$ cat src/rtl/sdram_cmd_tracker.sv
module sdram_cmd_tracker #(
  parameter int AW = 13,
  parameter int CW = 9
) (
  input  logic              clk,
  input  logic              rst_n,
  input  logic              cs_n,
  input  logic              ras_n,
  input  logic              cas_n,
  input  logic              we_n,
  input  logic              cke,
  input  logic [1:0]        ba,
  input  logic [AW-1:0]     addr,
  output logic [2:0]        dec_cmd,
  output logic [1:0]        cmd_bank,
  output logic [AW-1:0]     cmd_addr,
  output logic              cmd_flag,
  output logic              cmd_err,
  output logic [3:0]        bank_act,
  output logic [4*AW-1:0]   open_rows,
  output logic [1:0]        pd_mode,
  output logic [AW-1:0]     mode_reg,
  output logic [AW-1:0]     ext_mode_reg
);
  localparam int NB = 4;
  localparam logic [2:0] C_MRS = 3'b000, C_REF = 3'b001, C_PRE = 3'b010, C_ACT = 3'b011,
                         C_WR  = 3'b100, C_RD  = 3'b101, C_BST = 3'b110, C_NOP = 3'b111;
  localparam logic [1:0] PD_NONE = 2'b00, PD_PRE = 2'b01, PD_ACT = 2'b10;

  logic [AW-1:0] rows [NB];
  logic [2:0]    ap_cnt [NB];
  logic [2:0]    burst_cnt;
  logic [2:0]    bl_clk;

  wire [2:0] raw     = {ras_n, cas_n, we_n};
  wire       live    = !cs_n && cke && (pd_mode == PD_NONE);
  wire [2:0] cmd     = live ? raw : C_NOP;
  wire       any_act = |bank_act;
  wire       pend    = ap_cnt[ba] != 3'd0;

  always_comb begin
    case (mode_reg[2:0])
      3'b001:  bl_clk = 3'd1;
      3'b010:  bl_clk = 3'd2;
      default: bl_clk = 3'd4;
    endcase
  end

  for (genvar i = 0; i < NB; i++) begin : g_rows
    assign open_rows[i*AW +: AW] = rows[i];
  end

  always_ff @(posedge clk or negedge rst_n) begin
    if (!rst_n) begin
      dec_cmd <= C_NOP; cmd_bank <= '0; cmd_addr <= '0; cmd_flag <= 1'b0; cmd_err <= 1'b0;
      bank_act <= '0; pd_mode <= PD_NONE; mode_reg <= '0; ext_mode_reg <= '0; burst_cnt <= '0;
      for (int i = 0; i < NB; i++) begin
        rows[i] <= '0; ap_cnt[i] <= '0;
      end
    end else begin
      dec_cmd <= cmd; cmd_bank <= '0; cmd_addr <= '0; cmd_flag <= 1'b0; cmd_err <= 1'b0;
      if (burst_cnt != 3'd0) burst_cnt <= burst_cnt - 3'd1;
      for (int i = 0; i < NB; i++) begin
        if (ap_cnt[i] != 3'd0) begin
          ap_cnt[i] <= ap_cnt[i] - 3'd1;
          if (ap_cnt[i] == 3'd1) bank_act[i] <= 1'b0;
        end
      end
      if (pd_mode != PD_NONE) begin
        if (cke) pd_mode <= PD_NONE;
      end else if (!cke) begin
        if (burst_cnt != 3'd0) cmd_err <= 1'b1;
        else pd_mode <= any_act ? PD_ACT : PD_PRE;
      end else if (!cs_n) begin
        cmd_bank <= ba;
        case (cmd)
          C_ACT: begin
            cmd_addr <= addr;
            if (bank_act[ba] || pend) cmd_err <= 1'b1;
            else begin
              bank_act[ba] <= 1'b1;
              rows[ba] <= addr;
            end
          end
          C_RD, C_WR: begin
            cmd_addr <= {{(AW-CW){1'b0}}, addr[CW-1:0]};
            cmd_flag <= addr[10];
            if (!bank_act[ba] || pend) cmd_err <= 1'b1;
            else begin
              burst_cnt <= bl_clk;
              if (addr[10]) ap_cnt[ba] <= bl_clk;
            end
          end
          C_PRE: begin
            cmd_flag <= addr[10];
            if (addr[10]) begin
              bank_act <= '0;
              for (int i = 0; i < NB; i++) ap_cnt[i] <= '0;
            end else begin
              bank_act[ba] <= 1'b0;
              ap_cnt[ba] <= '0;
            end
          end
          C_REF: if (any_act) cmd_err <= 1'b1;
          C_MRS: begin
            cmd_addr <= addr;
            if (any_act || ba[1]) cmd_err <= 1'b1;
            else if (ba[0]) ext_mode_reg <= addr;
            else mode_reg <= addr;
          end
          C_BST: burst_cnt <= '0;
          default: ;
        endcase
      end
    end
  end
endmodule

$ cat config.mk
export PLATFORM = sky130hd
export DESIGN_NAME = sdram_cmd_tracker
export DESIGN_NICKNAME = d
export VERILOG_FILES = /design/src/rtl/sdram_cmd_tracker.sv
export SDC_FILE = /design/constraint.sdc
export NUM_CORES = 1
export LEC_CHECK = 0
export CORE_MARGIN = 8
export CORE_UTILIZATION = 45
export DETAILED_ROUTE_END_ITERATION = 10
export PLACE_DENSITY = 0.76
export SYNTH_ARGS = -nofsm -noshare
export SYNTH_HDL_FRONTEND = slang
export SYNTH_SLANG_ARGS = --single-unit
$ cat constraint.sdc
create_clock -name clk -period 3.7 [get_ports clk]
set_clock_uncertainty 0.2 [all_clocks]
set_input_delay 0.555 -clock clk [delete_from_list [all_inputs] [get_ports clk]]
set_output_delay 0.555 -clock clk [all_outputs]
set_load 0.01 [all_outputs]
# Word level (Yosys, flattened, before mapping)

Index checks and enable logic that the tools add are counted.

Flip-flop bits (word level): 119
Output and inout port bits: 104

Add/subtract/negate cells: 5
Order comparisons: 4
Equality and inequality tests: 15
Muxes and demuxes: 71
Bitwise logic cells: 11
Reductions and logical operators: 26

Operator list:

| cell                  | number |
|---|---|
| $mux W12              | 6 |
| $bwmux W52            | 1 |
| $mux W13              | 4 |
| $mux W3               | 13 |
| $demux W13 S2         | 1 |
| $pmux W13 S2          | 1 |
| $pmux W12 S2          | 1 |
| $mux W1               | 22 |
| $mux W4               | 5 |
| $eq A3 B1 Y1 const B  | 6 |
| $reduce_bool A3 Y1    | 6 |
| $mux W2               | 8 |
| $sub A3 B1 Y3 const B | 5 |
| $and A12 B12 Y12      | 1 |
| $bwmux W12            | 1 |
| $not A12 Y12          | 1 |
| $pmux W3 S2           | 2 |
| $reduce_and A6 Y1     | 2 |
| $eq A3 B2 Y1 const B  | 3 |
| $eq A3 B3 Y1 const B  | 3 |
| $pmux W4 S2           | 1 |
| $bmux W3 S2           | 1 |
| $demux W3 S2          | 1 |
| $not A1 Y1            | 5 |
| other kinds (24)      | 32 |

# Depth between registers and ports, before layout

Word-level depth: 12
Depth in mapped cells: 7

# Least setup slack after synthesis

OpenSTA, ideal clock, no wires.

Kind: input to register
From: input port ba[0]
To: register rows, in the netlist open_rows[16]
Setup time: 125 ps
Data arrival time: 2,299 ps
Required time: 3,375 ps
Setup slack: 1,076 ps
Stages on the path: 6
Path buffers: 2
Path through: buf_2 mux4_2 nor3_4 nand2_4 buf_6 mux2_4

Longest elaborated chain between the ends: 8

RTL lines:

| item                                        | RTL line | source |
|---|---|---|
| start, declared                             | 12       | `input logic [1:0] ba,` |
| $not A2 Y3 (not written as such)            | 39, 82   |  |
| $bmux W3 S2                                 | 39       | `wire pend = ap_cnt[ba] != 3'd0;` |
| $mux W3 (not written as such) (2 in series) | 39       |  |
| $reduce_bool A3 Y1                          | 39       |  |
| $logic_or A1 B1 Y1                          | 79       | `if (bank_act[ba] \|\| pend) cmd_err <= 1'b1;` |
| $not A1 Y1 (no source line)                 | --       |  |
| $reduce_and A5 Y1 (no source line)          | --       |  |
| end signal, assigned by index               | 82       | `rows[ba] <= addr;` |
| end, declared                               | 30       | `logic [AW-1:0] rows [NB];` |

Several ways; a longest one is shown, not always the timed one. The select of a mux whose other input is x is not followed.
A chain may end at the register's enable or synchronous reset.

# Worst setup path in the final report

From: input port cke
To: register ext_mode_reg[8]

Longest elaborated chain between the ends: 5

RTL lines:

| item                               | RTL line | source |
|---|---|---|
| start, declared                    | 11       | `input logic cke,` |
| $logic_and A1 B1 Y1 (2 in series)  | 36       | `wire live = !cs_n && cke && (pd_mode == PD_NONE);` |
| $mux W3                            | 37       | `wire [2:0] cmd = live ? raw : C_NOP;` |
| named net cmd[2]                   | 37       |  |
| $logic_not A3 Y1                   | 76       | `case (cmd)` |
| $reduce_and A6 Y1 (no source line) | --       |  |
| end signal, assigned               | 108      | `else if (ba[0]) ext_mode_reg <= addr;` |
| end, declared                      | 23       | `output logic [AW-1:0] ext_mode_reg` |

The timed path passes the listed nets, and every way through them passes these cells.

==> out/qor_table.md <==
| Item | Value |
|:---|:---|
| Pin count of the biggest net entering global routing | 63 |
| Setup repair after global routing missed its margin | false |
| Crit path arrival time | 3.02 ns |
| Net count of the finished layout | 595 |
| Critical path capture point type | register |
| Final Hold Vio Count | 0 |
| Initial standard-cell utilization of the core | 0.459 |
| Clk pin slew, worst setup/hold paths | 0.05 ns |
| # Max-Cap Violations | 0 |
| Number of antenna diodes | 0 |
| Combined area of all synthesized cells | 5490 µm² |
| Total number of yosys warnings | 0 |
| Average via count per standard cell | 5.45 |
| Fmax | 342 MHz |
| Flip-flop cell with the highest count after synthesis | dfrtp_1 |
| Buffer levels on the longest clock path | 2 |
| H-tree levels | 4 |
| Area of the multi-input gates | 2370 µm² |
| Boundary Pins | 126 |
| CTS-repair resized insts | 0 |
| Classification of the worst-slack hold path | primary input to async pin |
| Leakage component of the power | 3.52 nW |
| Combined buffer and inverter count along the critical path | 3 |
| Proportion of layout cells with a drive suffix above 1 | 0.226 |
| Kind of start point of the critical path | primary input |
| Later-pin clock latency in the skew report | 0.41 ns |
| Total negative slack for setup checks | 0 ns |
| Worst Max-Slew Pin Slew | 0.805 ns |
| Total overflow reported by the global router | 0 |
| Register area | 2980 µm² |
| Total iterations of the first detailed-routing run | 4 |
| Number of buffers added for setup after CTS | 0 |
| Overall routing resource usage | 0.196 |
| Routed wire length | 15,100 µm |
| Mean routed wirelength per cell | 21.1 µm |
| Worst hold slack after final layout | 0.0310 ns |
| Sequential area share after synthesis | 0.543 |
| Iter 0 DRT Violations | 201 |
| Standard cell with the maximum stage delay on the critical path | clkdlybuf4s50_1 |
| Initial antenna violation count | 0 |
| Die H | 126 µm |
| Total die area | 16,000 µm² |
| Cell mode on critical path | buf_4 |
| Number of port buffers | 125 |
| Peak ir drop on the vdd network | 0.330 mV |
| Horiz. Die Dim | 126 µm |
| Wire length of the first global-routing pass | 24,200 µm |
| Register bit count reported by yosys | 119 |
| Kind of critical path | primary input to register |
| Data required time at the worst endpoint | 3.79 ns |
| Dominant delay contributor by cell family on the critical path | simple AND/OR/NAND/NOR gates |
| Biggest cell delay along the critical path | 0.55 ns |
| Clock buffers created by TritonCTS | 17 |
| Worst-path maximum fanout | 15 |
| Area growth from synthesis to layout | 35.4% |
| Outcome | complete, no violations |
| Vias in the first global route | 4,305 |
| Critical-path cell list | clkdlybuf4s50_1, nor4b_2, buf_4, nand2b_1, nor4b_1, nand2_1, buf_4, mux2_2 |
| DR DRC count | 0 |
| TritonCTS sink count | 119 |
| CTS hold repair buffers | 0 |
| Max reg flops | 52 |
| Vias | 3,910 |
| Share of flip-flops with an asynchronous set or reset after synthesis | 1.00 |
| Gate count after technology mapping | 425 |
| Final-report setup violation count | 0 |
| Headroom to the max-slew limit | 0.464 |
| Clock tree from TritonCTS | yes |
| Netlist cell types | 51 |
| Cell Pwr Density | 622 nW/µm² |
| Detail Placement HPWL | 10,800 µm |
| Number of nets produced by synthesis | 461 |
| Master cell of the clock root buffer | clkbuf_16 |
| Std-Cell Rows | 40 |
| Pins over their slew limit | 0 |
| Clock period minus worst slack | 2.93 ns |
| GP Congestion | 0.893 |
| Post-synth EDFFs | 0 |
| Standard cell core area | 12,000 µm² |
| Residual antenna-violating net count after detailed routing | 0 |
| Fill count | 947 |
| Period Utilization, post-route | 0.791 |
| Syn avg cell area | 12.9 µm² |
-- routing by layer --
| metal | track usage | part of all wire | routed length, µm | up-vias |
|---|---|---|---|---|
| met5 | 0 | 0 | 0 | - |
| met2 | 0.310 | 0.47 | 7130 | 143 |
| met3 | 0.0750 | 0.083 | 1260 | 16 |
| li1 | - | - | - | 1775 |
| met1 | 0.240 | 0.43 | 6500 | 1976 |
| met4 | 0.0665 | 0.015 | 226 | 0 |
-- worst register-to-register path, cell delays in order (launching register included) --
cell and delay [ns]:
dfrtp_1 0.43, or3_1 0.41, mux4_2 0.56, nor3_4 0.45
nand2_4 0.28, mux2_4 0.38
-- metrics by stage --
step	power, mW	util	instance area [µm²]	setup WS, ns	cells
finish	4.63	0.622	7440	0.772	718
CTS	4.66	0.622	7440	0.778	718
detailed placement	3.13	0.576	6890	0.387	687
floorplan	2.53	-	5490	1.08	425
global placement	3.07	0.576	6890	0.427	687
global route	4.88	0.622	7440	0.637	718
-- kinds of logic after synthesis --
group / Yosys count / share of synthesized area
AO/OA/AOI/OAI: 53 / 0.0606
XOR/XNOR: 7 / 0.0112
multiplexers: 86 / 0.206
buffers and inverters: 29 / 0.0255
AND/OR/NAND/NOR: 117 / 0.121
adder cells (fa/ha/maj): 14 / 0.0319
flip-flops: 119 / 0.543
-- placed cells by master, fill, tap and decap left out, drive strengths merged, types with 12 or more instances in the layout --
master / count
inv: 12
a21oi: 17
o21ai: 12
nor2: 25
and2: 18
mux2: 80
ha: 14
clkdlybuf4s50: 124
dfrtp: 116
nand2b: 13
clkbuf: 23
nand2: 23
-- final cells by class --
class,count,area share
flip-flops and latches,119,0.401
multi-input cells,277,0.319
repair buffers,132,0.177
clock buffers,23,0.0629
well taps,147,0.0247
clock inverters,8,0.0101
inverters,12,0.00606
-- path summary, 6_finish.rpt --
kind	from	end	slack, ns	depth (start not counted)
worst min register to register	mode_reg[8]	mode_reg[8]	0.30	1
worst max-delay path	cke	ext_mode_reg[8]	0.77	8
max in group asynchronous	rst_n	dec_cmd[0]	2.42	2
min in group clk	mode_reg[8]	mode_reg[8]	0.30	1
worst max register to register	ap_cnt[3]	open_rows[5]	0.89	5
worst min-delay path	rst_n	ext_mode_reg[6]	0.03	1
-- cell usage after synthesis (2+ instances only) --
master	count	area, µm²
dfrtp_1	116	2900
mux2_2	44	495
mux2_4	36	541
nor2_1	25	93.8
nand2_1	19	71.3
and2_1	18	113
a21oi_1	17	85.1
ha_1	14	175
nand2b_1	13	81.3
inv_1	12	45.0
o21ai_0	12	60.1
clkbuf_1	10	37.5
nor3_1	8	40.0
or3_1	6	37.5
xnor2_1	6	52.6
nor2b_1	5	31.3
buf_6	4	45.0
nand2_4	4	45.0
nand3_1	4	20.0
a31oi_1	3	18.8
dfstp_2	3	78.8
mux2i_1	3	30.0
mux4_2	3	67.6
nand4_1	3	18.8
o21a_1	3	22.5
o22ai_1	3	18.8
buf_1	2	7.51
nand4b_1	2	17.5
nor4b_1	2	17.5
o211ai_1	2	15.0
o221ai_1	2	17.5
o31ai_1	2	15.0
-- report_power, final --
part,switching [mW],internal [mW]
sequential,0.178,1.55
combinational,0.649,0.740
clock,0.562,0.951
total,1.39,3.24
No activity file was read; power rests on OpenSTA's default activity.
